$ cat config.mk
export PLATFORM = sky130hd
export DESIGN_NAME = mdio_mgmt_master
export DESIGN_NICKNAME = d
export VERILOG_FILES = /design/src/rtl/mdio_pkg.sv /design/src/rtl/mdio_clkdiv.sv /design/src/rtl/mdio_frame.sv /design/src/rtl/mdio_mgmt_master.sv
export SDC_FILE = /design/constraint.sdc
export NUM_CORES = 1
export LEC_CHECK = 0
export BUFFER_PORTS_ARGS = -buffer_cell sky130_fd_sc_hd__buf_2
export CAP_MARGIN = 0
export CORE_UTILIZATION = 60
export DETAILED_ROUTE_END_ITERATION = 8
export GPL_TIMING_DRIVEN = 0
export HOLD_SLACK_MARGIN = 0.05
export PLACE_DENSITY = 0.8
export SYNTH_ARGS = -nofsm -noshare
export SYNTH_HDL_FRONTEND = slang
export SYNTH_SLANG_ARGS = --single-unit
$ cat constraint.sdc
create_clock -name clk -period 4 [get_ports clk]
set_input_delay 0.2 -clock clk [delete_from_list [all_inputs] [get_ports clk]]
set_output_delay 0.2 -clock clk [all_outputs]
set_load 0.03 [all_outputs]
$ cat src/rtl/mdio_pkg.sv
// Shared constants and types for the management master.
// Assumes byte offsets on a 5-bit register address.
package mdio_pkg;
    localparam int FRAME_BITS = 64;
    localparam logic [5:0] TA_FIRST  = 6'd46;
    localparam logic [5:0] TA_SECOND = 6'd47;
    localparam logic [5:0] DATA_FIRST = 6'd48;
    localparam logic [5:0] LAST_BIT  = 6'd63;

    localparam logic [4:0] OFS_CMD   = 5'h00;
    localparam logic [4:0] OFS_ADDR  = 5'h04;
    localparam logic [4:0] OFS_WDATA = 5'h08;
    localparam logic [4:0] OFS_RDATA = 5'h0C;
    localparam logic [4:0] OFS_STAT  = 5'h10;

    // Command fields as held in bits [13:0] of the command register.
    typedef struct packed {
        logic [1:0] sel;
        logic [1:0] op;
        logic [4:0] port;
        logic [4:0] dev;
    } cmd_t;
endpackage

$ cat src/rtl/mdio_clkdiv.sv
// Produces MDC from the system clock while run is high, plus single-cycle
// events that mark the clock edge at which MDC rises or falls.
// Assumes DIV is even and at least 2; MDC is held low while run is low.
module mdio_clkdiv #(
    parameter int DIV = 64
) (
    input  logic clk,
    input  logic rst_n,
    input  logic run,
    output logic mdc,
    output logic rise_ev,
    output logic fall_ev
);
    localparam int HALF = DIV / 2;
    localparam int CW   = (HALF > 1) ? $clog2(HALF) : 1;

    logic [CW-1:0] hc;
    logic          wrap;

    assign wrap    = (hc == CW'(HALF - 1));
    assign rise_ev = run && wrap && !mdc;
    assign fall_ev = run && wrap && mdc;

    // Half-period counter and MDC toggle.
    always_ff @(posedge clk) begin
        if (!rst_n || !run) begin
            hc  <= '0;
            mdc <= 1'b0;
        end else if (wrap) begin
            hc  <= '0;
            mdc <= ~mdc;
        end else begin
            hc <= hc + 1'b1;
        end
    end

    a_r10_mdc_low_idle: assert property (@(posedge clk) disable iff (!rst_n)
        !run |=> !mdc);
    a_r10_single_event: assert property (@(posedge clk) disable iff (!rst_n)
        !(rise_ev && fall_ev));
endmodule

$ cat src/rtl/mdio_frame.sv
// Shifts one 64-bit management frame out and, for reads, samples the
// turnaround flag and 16 data bits in. Starts on a start pulse while idle.
// Assumes the rise/fall events come from mdio_clkdiv running on busy.
module mdio_frame
    import mdio_pkg::*;
(
    input  logic        clk,
    input  logic        rst_n,
    input  logic        start,
    input  cmd_t        cmd,
    input  logic [15:0] addr_val,
    input  logic [15:0] wdata_val,
    input  logic        rise_ev,
    input  logic        fall_ev,
    input  logic        mdio_i,
    output logic        busy,
    output logic        done,
    output logic        is_rd,
    output logic        mdio_o,
    output logic        mdio_oe,
    output logic [15:0] rd_val,
    output logic        rd_fail
);
    logic [FRAME_BITS-1:0] sh;
    logic [5:0]            bitn;
    logic                  c22, cmd_rd;
    logic [1:0]            st_pat;
    logic [15:0]           payload;

    // Decode framing, read type and payload source from the new command.
    always_comb begin
        c22     = (cmd.sel == 2'd1);
        st_pat  = c22 ? 2'b01 : 2'b00;
        cmd_rd  = c22 ? (cmd.op == 2'd2) : cmd.op[1];
        payload = (!c22 && cmd.op == 2'd0) ? addr_val : wdata_val;
    end

    assign done    = busy && fall_ev && (bitn == LAST_BIT);
    assign mdio_o  = busy ? sh[FRAME_BITS-1] : 1'b1;
    assign mdio_oe = busy && !(is_rd && bitn >= TA_FIRST);

    // Frame shifter and bit counter, advanced on the falling MDC event.
    always_ff @(posedge clk) begin
        if (!rst_n) begin
            busy  <= 1'b0;
            bitn  <= '0;
            sh    <= '1;
            is_rd <= 1'b0;
        end else if (!busy) begin
            if (start) begin
                busy  <= 1'b1;
                bitn  <= '0;
                is_rd <= cmd_rd;
                sh    <= {32'hFFFF_FFFF, st_pat, cmd.op, cmd.port, cmd.dev,
                          2'b10, payload};
            end
        end else if (fall_ev) begin
            sh <= {sh[FRAME_BITS-2:0], 1'b1};
            if (bitn == LAST_BIT) busy <= 1'b0;
            else                  bitn <= bitn + 1'b1;
        end
    end

    // Input capture on the rising MDC event during a read.
    always_ff @(posedge clk) begin
        if (!rst_n) begin
            rd_val  <= '0;
            rd_fail <= 1'b0;
        end else if (start && !busy) begin
            rd_fail <= 1'b0;
        end else if (busy && is_rd && rise_ev) begin
            if (bitn == TA_SECOND)   rd_fail <= mdio_i;
            if (bitn >= DATA_FIRST)  rd_val  <= {rd_val[14:0], mdio_i};
        end
    end

    a_r8_busy_until_done: assert property (@(posedge clk) disable iff (!rst_n)
        (busy && !done) |=> busy);
    a_r3_preamble_driven: assert property (@(posedge clk) disable iff (!rst_n)
        (busy && bitn < 6'd32) |-> (mdio_o && mdio_oe));
    a_r10_out_moves_on_fall: assert property (@(posedge clk) disable iff (!rst_n)
        (busy && !fall_ev) |=> $stable(mdio_o));
endmodule

$ cat src/rtl/mdio_mgmt_master.sv
// Register front end of the management master: decodes the five registers,
// launches frames and stores read results. Assumes single-cycle writes and
// combinational reads; the start bit of the command register is the busy flag.
module mdio_mgmt_master
    import mdio_pkg::*;
#(
    parameter int CLK_DIV = 64
) (
    input  logic        clk,
    input  logic        rst_n,
    input  logic        bus_wr,
    input  logic [4:0]  bus_addr,
    input  logic [31:0] bus_wdata,
    output logic [31:0] bus_rdata,
    output logic        mdc,
    output logic        mdio_o,
    output logic        mdio_oe,
    input  logic        mdio_i
);
    cmd_t        cmd_q;
    logic [15:0] addr_q, wdata_q, rdata_q;
    logic        fail_q;
    logic        busy, frm_done, frm_rd, rise_ev, fall_ev, rd_fail;
    logic [15:0] rd_val;
    logic        cmd_wr, launch;
    logic        unused_wbits;

    assign unused_wbits = ^bus_wdata[31:15];
    assign cmd_wr = bus_wr && (bus_addr == OFS_CMD) && !busy;
    assign launch = cmd_wr && bus_wdata[14];

    // Writable registers and the read result latch.
    always_ff @(posedge clk) begin
        if (!rst_n) begin
            cmd_q   <= '0;
            addr_q  <= '0;
            wdata_q <= '0;
            rdata_q <= '0;
            fail_q  <= 1'b0;
        end else begin
            if (cmd_wr) cmd_q <= cmd_t'(bus_wdata[13:0]);
            if (bus_wr && bus_addr == OFS_ADDR)  addr_q  <= bus_wdata[15:0];
            if (bus_wr && bus_addr == OFS_WDATA) wdata_q <= bus_wdata[15:0];
            if (frm_done && frm_rd) begin
                rdata_q <= rd_val;
                fail_q  <= rd_fail;
            end
        end
    end

    // Register read multiplexer.
    always_comb begin
        case (bus_addr)
            OFS_CMD:   bus_rdata = {17'd0, busy, cmd_q};
            OFS_ADDR:  bus_rdata = {16'd0, addr_q};
            OFS_WDATA: bus_rdata = {16'd0, wdata_q};
            OFS_RDATA: bus_rdata = {16'd0, rdata_q};
            OFS_STAT:  bus_rdata = {31'd0, fail_q};
            default:   bus_rdata = '0;
        endcase
    end

    mdio_clkdiv #(.DIV(CLK_DIV)) u_div (
        .clk(clk), .rst_n(rst_n), .run(busy),
        .mdc(mdc), .rise_ev(rise_ev), .fall_ev(fall_ev)
    );

    mdio_frame u_frame (
        .clk(clk), .rst_n(rst_n), .start(launch),
        .cmd(cmd_t'(bus_wdata[13:0])), .addr_val(addr_q), .wdata_val(wdata_q),
        .rise_ev(rise_ev), .fall_ev(fall_ev), .mdio_i(mdio_i),
        .busy(busy), .done(frm_done), .is_rd(frm_rd),
        .mdio_o(mdio_o), .mdio_oe(mdio_oe), .rd_val(rd_val), .rd_fail(rd_fail)
    );

    a_r9_cmd_ignored_busy: assert property (@(posedge clk) disable iff (!rst_n)
        (bus_wr && bus_addr == OFS_CMD && busy) |=> $stable(cmd_q));
    a_r7_status_on_read_end: assert property (@(posedge clk) disable iff (!rst_n)
        !(frm_done && frm_rd) |=> $stable(fail_q));
    a_r1_oe_idle: assert property (@(posedge clk) disable iff (!rst_n)
        !busy |-> !mdio_oe);
endmodule

## Word level (Yosys, flattened, before mapping)

Cells that the tools add are included.

- Register bits after elaboration: 158
- Logic and storage cells: 84

- Add/sub/neg operators: 2
- $lt $le $gt $ge: 2
- Eq/ne operators: 11
- Muxes and demuxes: 16
- Bitwise operators: 4
- Reductions and logical operators: 33

Operators with widths:

| kind | number |
|---|---|
| 2-to-1 mux 64 bit | 3 |
| case mux 16 bit (5 select lines) | 1 |
| 2-to-1 mux 6 bit | 4 |
| logical AND 1 bit | 17 |
| 2-to-1 mux 16 bit | 1 |
| == test 6 bit (second input constant) | 2 |
| >= comparator 6 bit (second input constant) | 2 |
| == test 5 x 4 -> 1 bit (second input constant) | 2 |
| == test 5 bit (second input constant) | 2 |
| 2-to-1 mux 1 bit | 7 |
| adder 6 x 1 -> 6 bit (second input constant) | 1 |
| AND reduction 2 bit | 3 |
| AND reduction 3 bit | 2 |
| adder 5 x 1 -> 5 bit (second input constant) | 1 |
| == test 5 x 3 -> 1 bit (second input constant) | 1 |
| zero test 1 bit | 5 |
| zero test 5 bit | 1 |
| inverter 1 bit | 4 |
| OR reduction 2 bit | 2 |
| == test 2 x 1 -> 1 bit (second input constant) | 1 |
| == test 2 bit (second input constant) | 1 |
| zero test 2 bit | 1 |
| inequality test 2 x 1 -> 1 bit (second input constant) | 1 |
| inequality test 2 bit (second input constant) | 1 |
| 2 further kinds | 2 |

## Logic depth before layout (Yosys ltp)

- Depth in word-level cells: 7
- Gate-level depth with buffers: 9

## Hierarchy

Synthesis repeated with hierarchy kept, for this count alone.

- Cell total of the unflattened synthesis: 834
- Area total of the unflattened synthesis: 7352.1 sq um

By module, submodules not included:

| module | instances | cells an instance | area an instance (sq um) |
|---|---|---|---|
| mdio_frame | 1 | 481 | 4146.5 |
| mdio_mgmt_master | 1 | 327 | 2950.3 |
| mdio_clkdiv | 1 | 26 | 255.2 |

## Worst setup path before layout

OpenSTA, ideal clock, no wires.

- Path type: reg2reg
- Start point: register u_div.hc[0]
- End point: register rdata_q[10]
- Library setup time: 0.116 ns
- Data arrival time: 2.011 ns
- Data required time: 3.884 ns
- Path slack: 1.873 ns
- Cell stages (with the launch flop): 10
- Path buffers: 2
- Period minus slack after synthesis: 2.127 ns
- Cell sequence: dfxtp_1 ha_1 and3_1 ha_1 nand3_2 or4_4 buf_6 buf_12 mux2i_1 nor2b_1

- Cells in the longest elaborated chain, start to end: 6

RTL lines:

| what | line | RTL |
|---|---|---|
| start, declared | mdio_clkdiv.sv:17 | `logic [CW-1:0] hc;` |
| start signal, assigned | mdio_clkdiv.sv:33 | `hc <= hc + 1'b1;` |
| == test 5 bit | mdio_clkdiv.sv:20 | `assign wrap = (hc == CW'(HALF - 1));` |
| logical AND 1 bit (2 in series) | mdio_clkdiv.sv:22 | `assign fall_ev = run && wrap && mdc;` |
| logical AND 1 bit (2 in series) | mdio_frame.sv:38 | `assign done = busy && fall_ev && (bitn == LAST_BIT);` |
| logical AND 1 bit | mdio_mgmt_master.sv:44 | `if (frm_done && frm_rd) begin` |
| end signal, assigned | mdio_mgmt_master.sv:45 | `rdata_q <= rd_val;` |
| end, declared | mdio_mgmt_master.sv:21 | `logic [15:0] addr_q, wdata_q, rdata_q;` |

Every way passes these cells.
A chain may end at the register's enable or synchronous reset.

## Worst setup path in the final report

- Start point: register u_frame.busy
- End point: output bus_rdata[14]

- Cells in the longest elaborated chain, start to end: 1

RTL lines:

| what | line | RTL |
|---|---|---|
| start, declared | mdio_frame.sv:16 | `output logic busy,` |
| start signal, assigned | mdio_frame.sv:45 | `busy <= 1'b0;` |
| start signal, assigned | mdio_frame.sv:51 | `busy <= 1'b1;` |
| start signal, assigned | mdio_frame.sv:59 | `if (bitn == LAST_BIT) busy <= 1'b0;` |
| case mux 16 bit (5 select lines) | mdio_mgmt_master.sv:53 | `case (bus_addr)` |
| end, declared | mdio_mgmt_master.sv:14 | `output logic [31:0] bus_rdata,` |

Every way passes these cells.

==> results.py <==
metrics = {
    "grt": {
        "grt.total_usage_pct": 29.3,
        "grt_pass1_wl_um": 28200,
        "grt_max_degree": 17,
        "grt-ovfl-total": 0,
        "grt_pass1_vias": 5662,
        "antenna_found_initial": 1,
    },
    "route": {
        "drtIter0Drc": 495,
        "wirelength_um": 17800,
        "vias": 5931,
        "routedWlPerCell_um": 17.9,
        "via_per_inst": 5.94,
        "drc": 12,
        "first_pass_iters": 8,
        "drtAntennaViolNets": 0,
    },
    "synthesis": {
        "netlist_instances": 766,
        "seq_area_frac_synth_pct": 44.4,
        "syn_area_mm2": 0.00713,
        "synth_most_common_cell": "dfxtp_1",
        "netlist_top_cells_count": "158 x dfxtp_1, 104 x nor2b_1, 80 x mux2i_1, 75 x nand2_1, 45 x clkbuf_1",
        "synth_edf_count": 0,
        "yosys_register_bits": 158,
        "synth-main-ff-cell": "dfxtp_1",
        "async_reset_ff_share_pct": 0,
        "yosysTopAreaCell": "dfxtp_1",
        "yosysWarnings": 0,
        "avgSynthCellArea_um2": 9.31,
        "synthTopCellsByArea": "dfxtp_1 44%, mux2i_1 11%, nor2b_1 9.1%",
        "synth_top_area_share_pct": 44.4,
        "ys_types": 56,
    },
    "critical_path": {
        "r2r_setup_slack_ps": 1420,
        "r2r-end": "u_frame.sh[12]",
        "critPathLaunchType": "register",
        "cp-end-kind": "output pin",
        "r2r_cells": 9,
        "cp-endpoint": "bus_rdata[14]",
        "arrival_ps": 2600,
        "crit_type": "reg2out",
        "cp_data_required_time_ps": 3800,
        "crit_start": "u_frame.busy",
        "critPathMaxFanout": 10,
        "worstReg2RegStart": "u_div.hc[0]",
    },
    "finish": {
        "drive_above_1_share_pct": 13.2,
        "diodes": 0,
        "fin_nets": 887,
        "syn2layout_area_growth_pct": 15.3,
        "post-route-util_pct": 71.4,
        "final_area_mm2": 0.00822,
        "n_fill_cell": 898,
    },
    "sta": {
        "fin_setup_tns_ps": 0,
        "layout_min_cycle_time_ps": 2800,
        "finalSetupViolations": 0,
        "finalHoldViolations": 0,
        "slew_headroom_pct": 52.0,
        "drv_slew": 0,
        "hold_ws_ps": 80.1,
        "rsz0062_at_grt": "false",
        "skew_ps": 5.65,
        "timing.final.crit_share_pct": 70.1,
        "tightest_slew_ps": 713,
        "fmax_mhz": 357,
    },
    "cts": {
        "cts_made_buffers": 17,
        "post_cts_buffers": 0,
        "cts_buffer_depth": 2,
        "cts_hold_buf": 1,
        "ctsResizeCount": 0,
        "path_clk_slew_ps": 60,
        "clock-sinks": 158,
        "cts_root_buf": "clkbuf_16",
        "insertion_delay_ps": 430,
        "htreeDepth": 4,
        "cts_tree": "done",
    },
    "pwr": {
        "seqPwrFrac_pct": 45.4,
        "power.internal_mw": 2.74,
        "p_switching_mw": 0.744,
        "pwr-share-clk_pct": 50.2,
        "pwr_density_cell_mw_per_mm2": 423,
        "swShare_pct": 21.4,
        "p_leak_nw": 3.59,
        "combinationalPowerShare_pct": 4.3,
        "irDropWorstVdd_mv": 0.334,
    },
    "floorplan": {
        "die_area_mm2": 0.0123,
        "die_x_um": 111,
        "rows": 39,
        "start_util_pct": 61.9,
        "core_area_mm2": 0.0115,
        "ios": 76,
        "die_h_um": 111,
    },
    "placed_design": {
        "gp_congestion": 0.890,
        "io_buffer_count": 41,
        "dp_hpwl_um": 12600,
        "postPlaceCellArea_mm2": 0.00757,
    },
    "outcome": {
        "status": "complete, but fails checks",
        "violations": "DRC",
    },
    "min_path": {
        "hold_class": "in2reg",
    },
    "job": {
        "drv_cap": 0,
    },
}
-- through the flow --
stage	worst slack, ps	power, mW	cells
2_1_floorplan	1870	1.71	781
3_3_place_gp	1550	1.76	965
3_5_place_dp	1430	1.76	965
4_1_cts	1230	3.48	998
5_1_grt	1010	3.56	998
6_report	1200	3.48	998
-- worst max-delay path: stages, from the launching register on --
cell and delay [ps]:
dfxtp_1 390, buf_2 290, clkbuf_1 530, buf_1 500
a22oi_1 130, nand2_1 120, buf_2 200
-- power groups by stage --
stage	sequential (mW)	clock (mW)	combinational [mW]
after floorplan	1.62	0	0.0959
after global placement	1.62	0	0.143
after detailed placement	1.62	0	0.146
after CTS	1.58	1.75	0.148
after global routing	1.58	1.82	0.159
final	1.58	1.75	0.151
-- worst min-delay path by stage --
stage | depth (start not counted) | slack, ps | endpoint | from
finish | 3 | 80 | addr_q[15] | bus_wdata[15]
global route | 3 | 80 | addr_q[15] | bus_wdata[15]
CTS | 3 | 70 | addr_q[15] | bus_wdata[15]
detailed placement | 2 | 460 | u_frame.sh[16] | u_frame.sh[16]
global placement | 1 | 430 | u_div.hc[0] | u_div.hc[0]
floorplan | 2 | 350 | u_frame.rd_fail | mdio_i
-- routing by layer --
layer  up-vias  GRT usage, %  wire length, um
li1       2817             -                -
met3        42          8.26             1370
met1      2813          36.9             7650
met4         2          10.2              316
met2       257          48.3             8500
met5         -             0               13
-- layout make-up --
cell class | count | area (um2) | area share, %
buffer | 77 | 402 | 4.88
inverter | 6 | 22.5 | 0.274
clock buffer | 22 | 484 | 5.89
clock inverter | 10 | 159 | 1.93
timing repair buffer | 42 | 215 | 2.62
multi-input combinational | 540 | 3600 | 43.8
tap | 143 | 179 | 2.18
sequential | 158 | 3160 | 38.5
-- sequential cells by signal, indices dropped and copies added (netlist names), 5 cells and up --
| name | count |
|---|---|
| u_div.hc | 5 |
| wdata_q | 16 |
| u_frame.sh | 64 |
| u_frame.rd_val | 16 |
| rdata_q | 16 |
| addr_q | 16 |
| cmd_q | 14 |
| u_frame.bitn | 6 |
-- cell usage in the layout (no fill, tap or decap), types with 3 or more instances in the layout --
cell type	count
o21ai_1	7
nor2b_1	104
nand3_1	11
ha_1	4
nor2_1	24
and3_1	20
conb_1	16
bufinv_16	4
o311ai_0	11
o2111ai_1	3
a21boi_0	4
buf_4	19
a22oi_1	28
and2_1	4
inv_1	6
buf_2	49
mux2i_1	80
a2111o_1	4
a211oi_1	27
nand3b_1	33
clkbuf_1	46
o311ai_1	4
nand2_1	75
dfxtp_1	158
clkbuf_16	17
nand3_2	3
clkbuf_8	4
clkinv_2	3
o21ai_0	44
-- cells by family (layout without fill, tap and decap cells) --
kind of cell    count (synthesis)  after routing  synth area share [%]
xor+xnor                        3              3                 0.369
simple gates                  293            293                  23.2
other cells                     1             16                0.0526
buf+inv                        83            157                  5.95
fa+ha+maj                       4              4                 0.702
flops                         158            158                  44.4
compound gates                144            144                  14.1
mux                            80             80                  11.2
(Power assumes the default switching activity.)
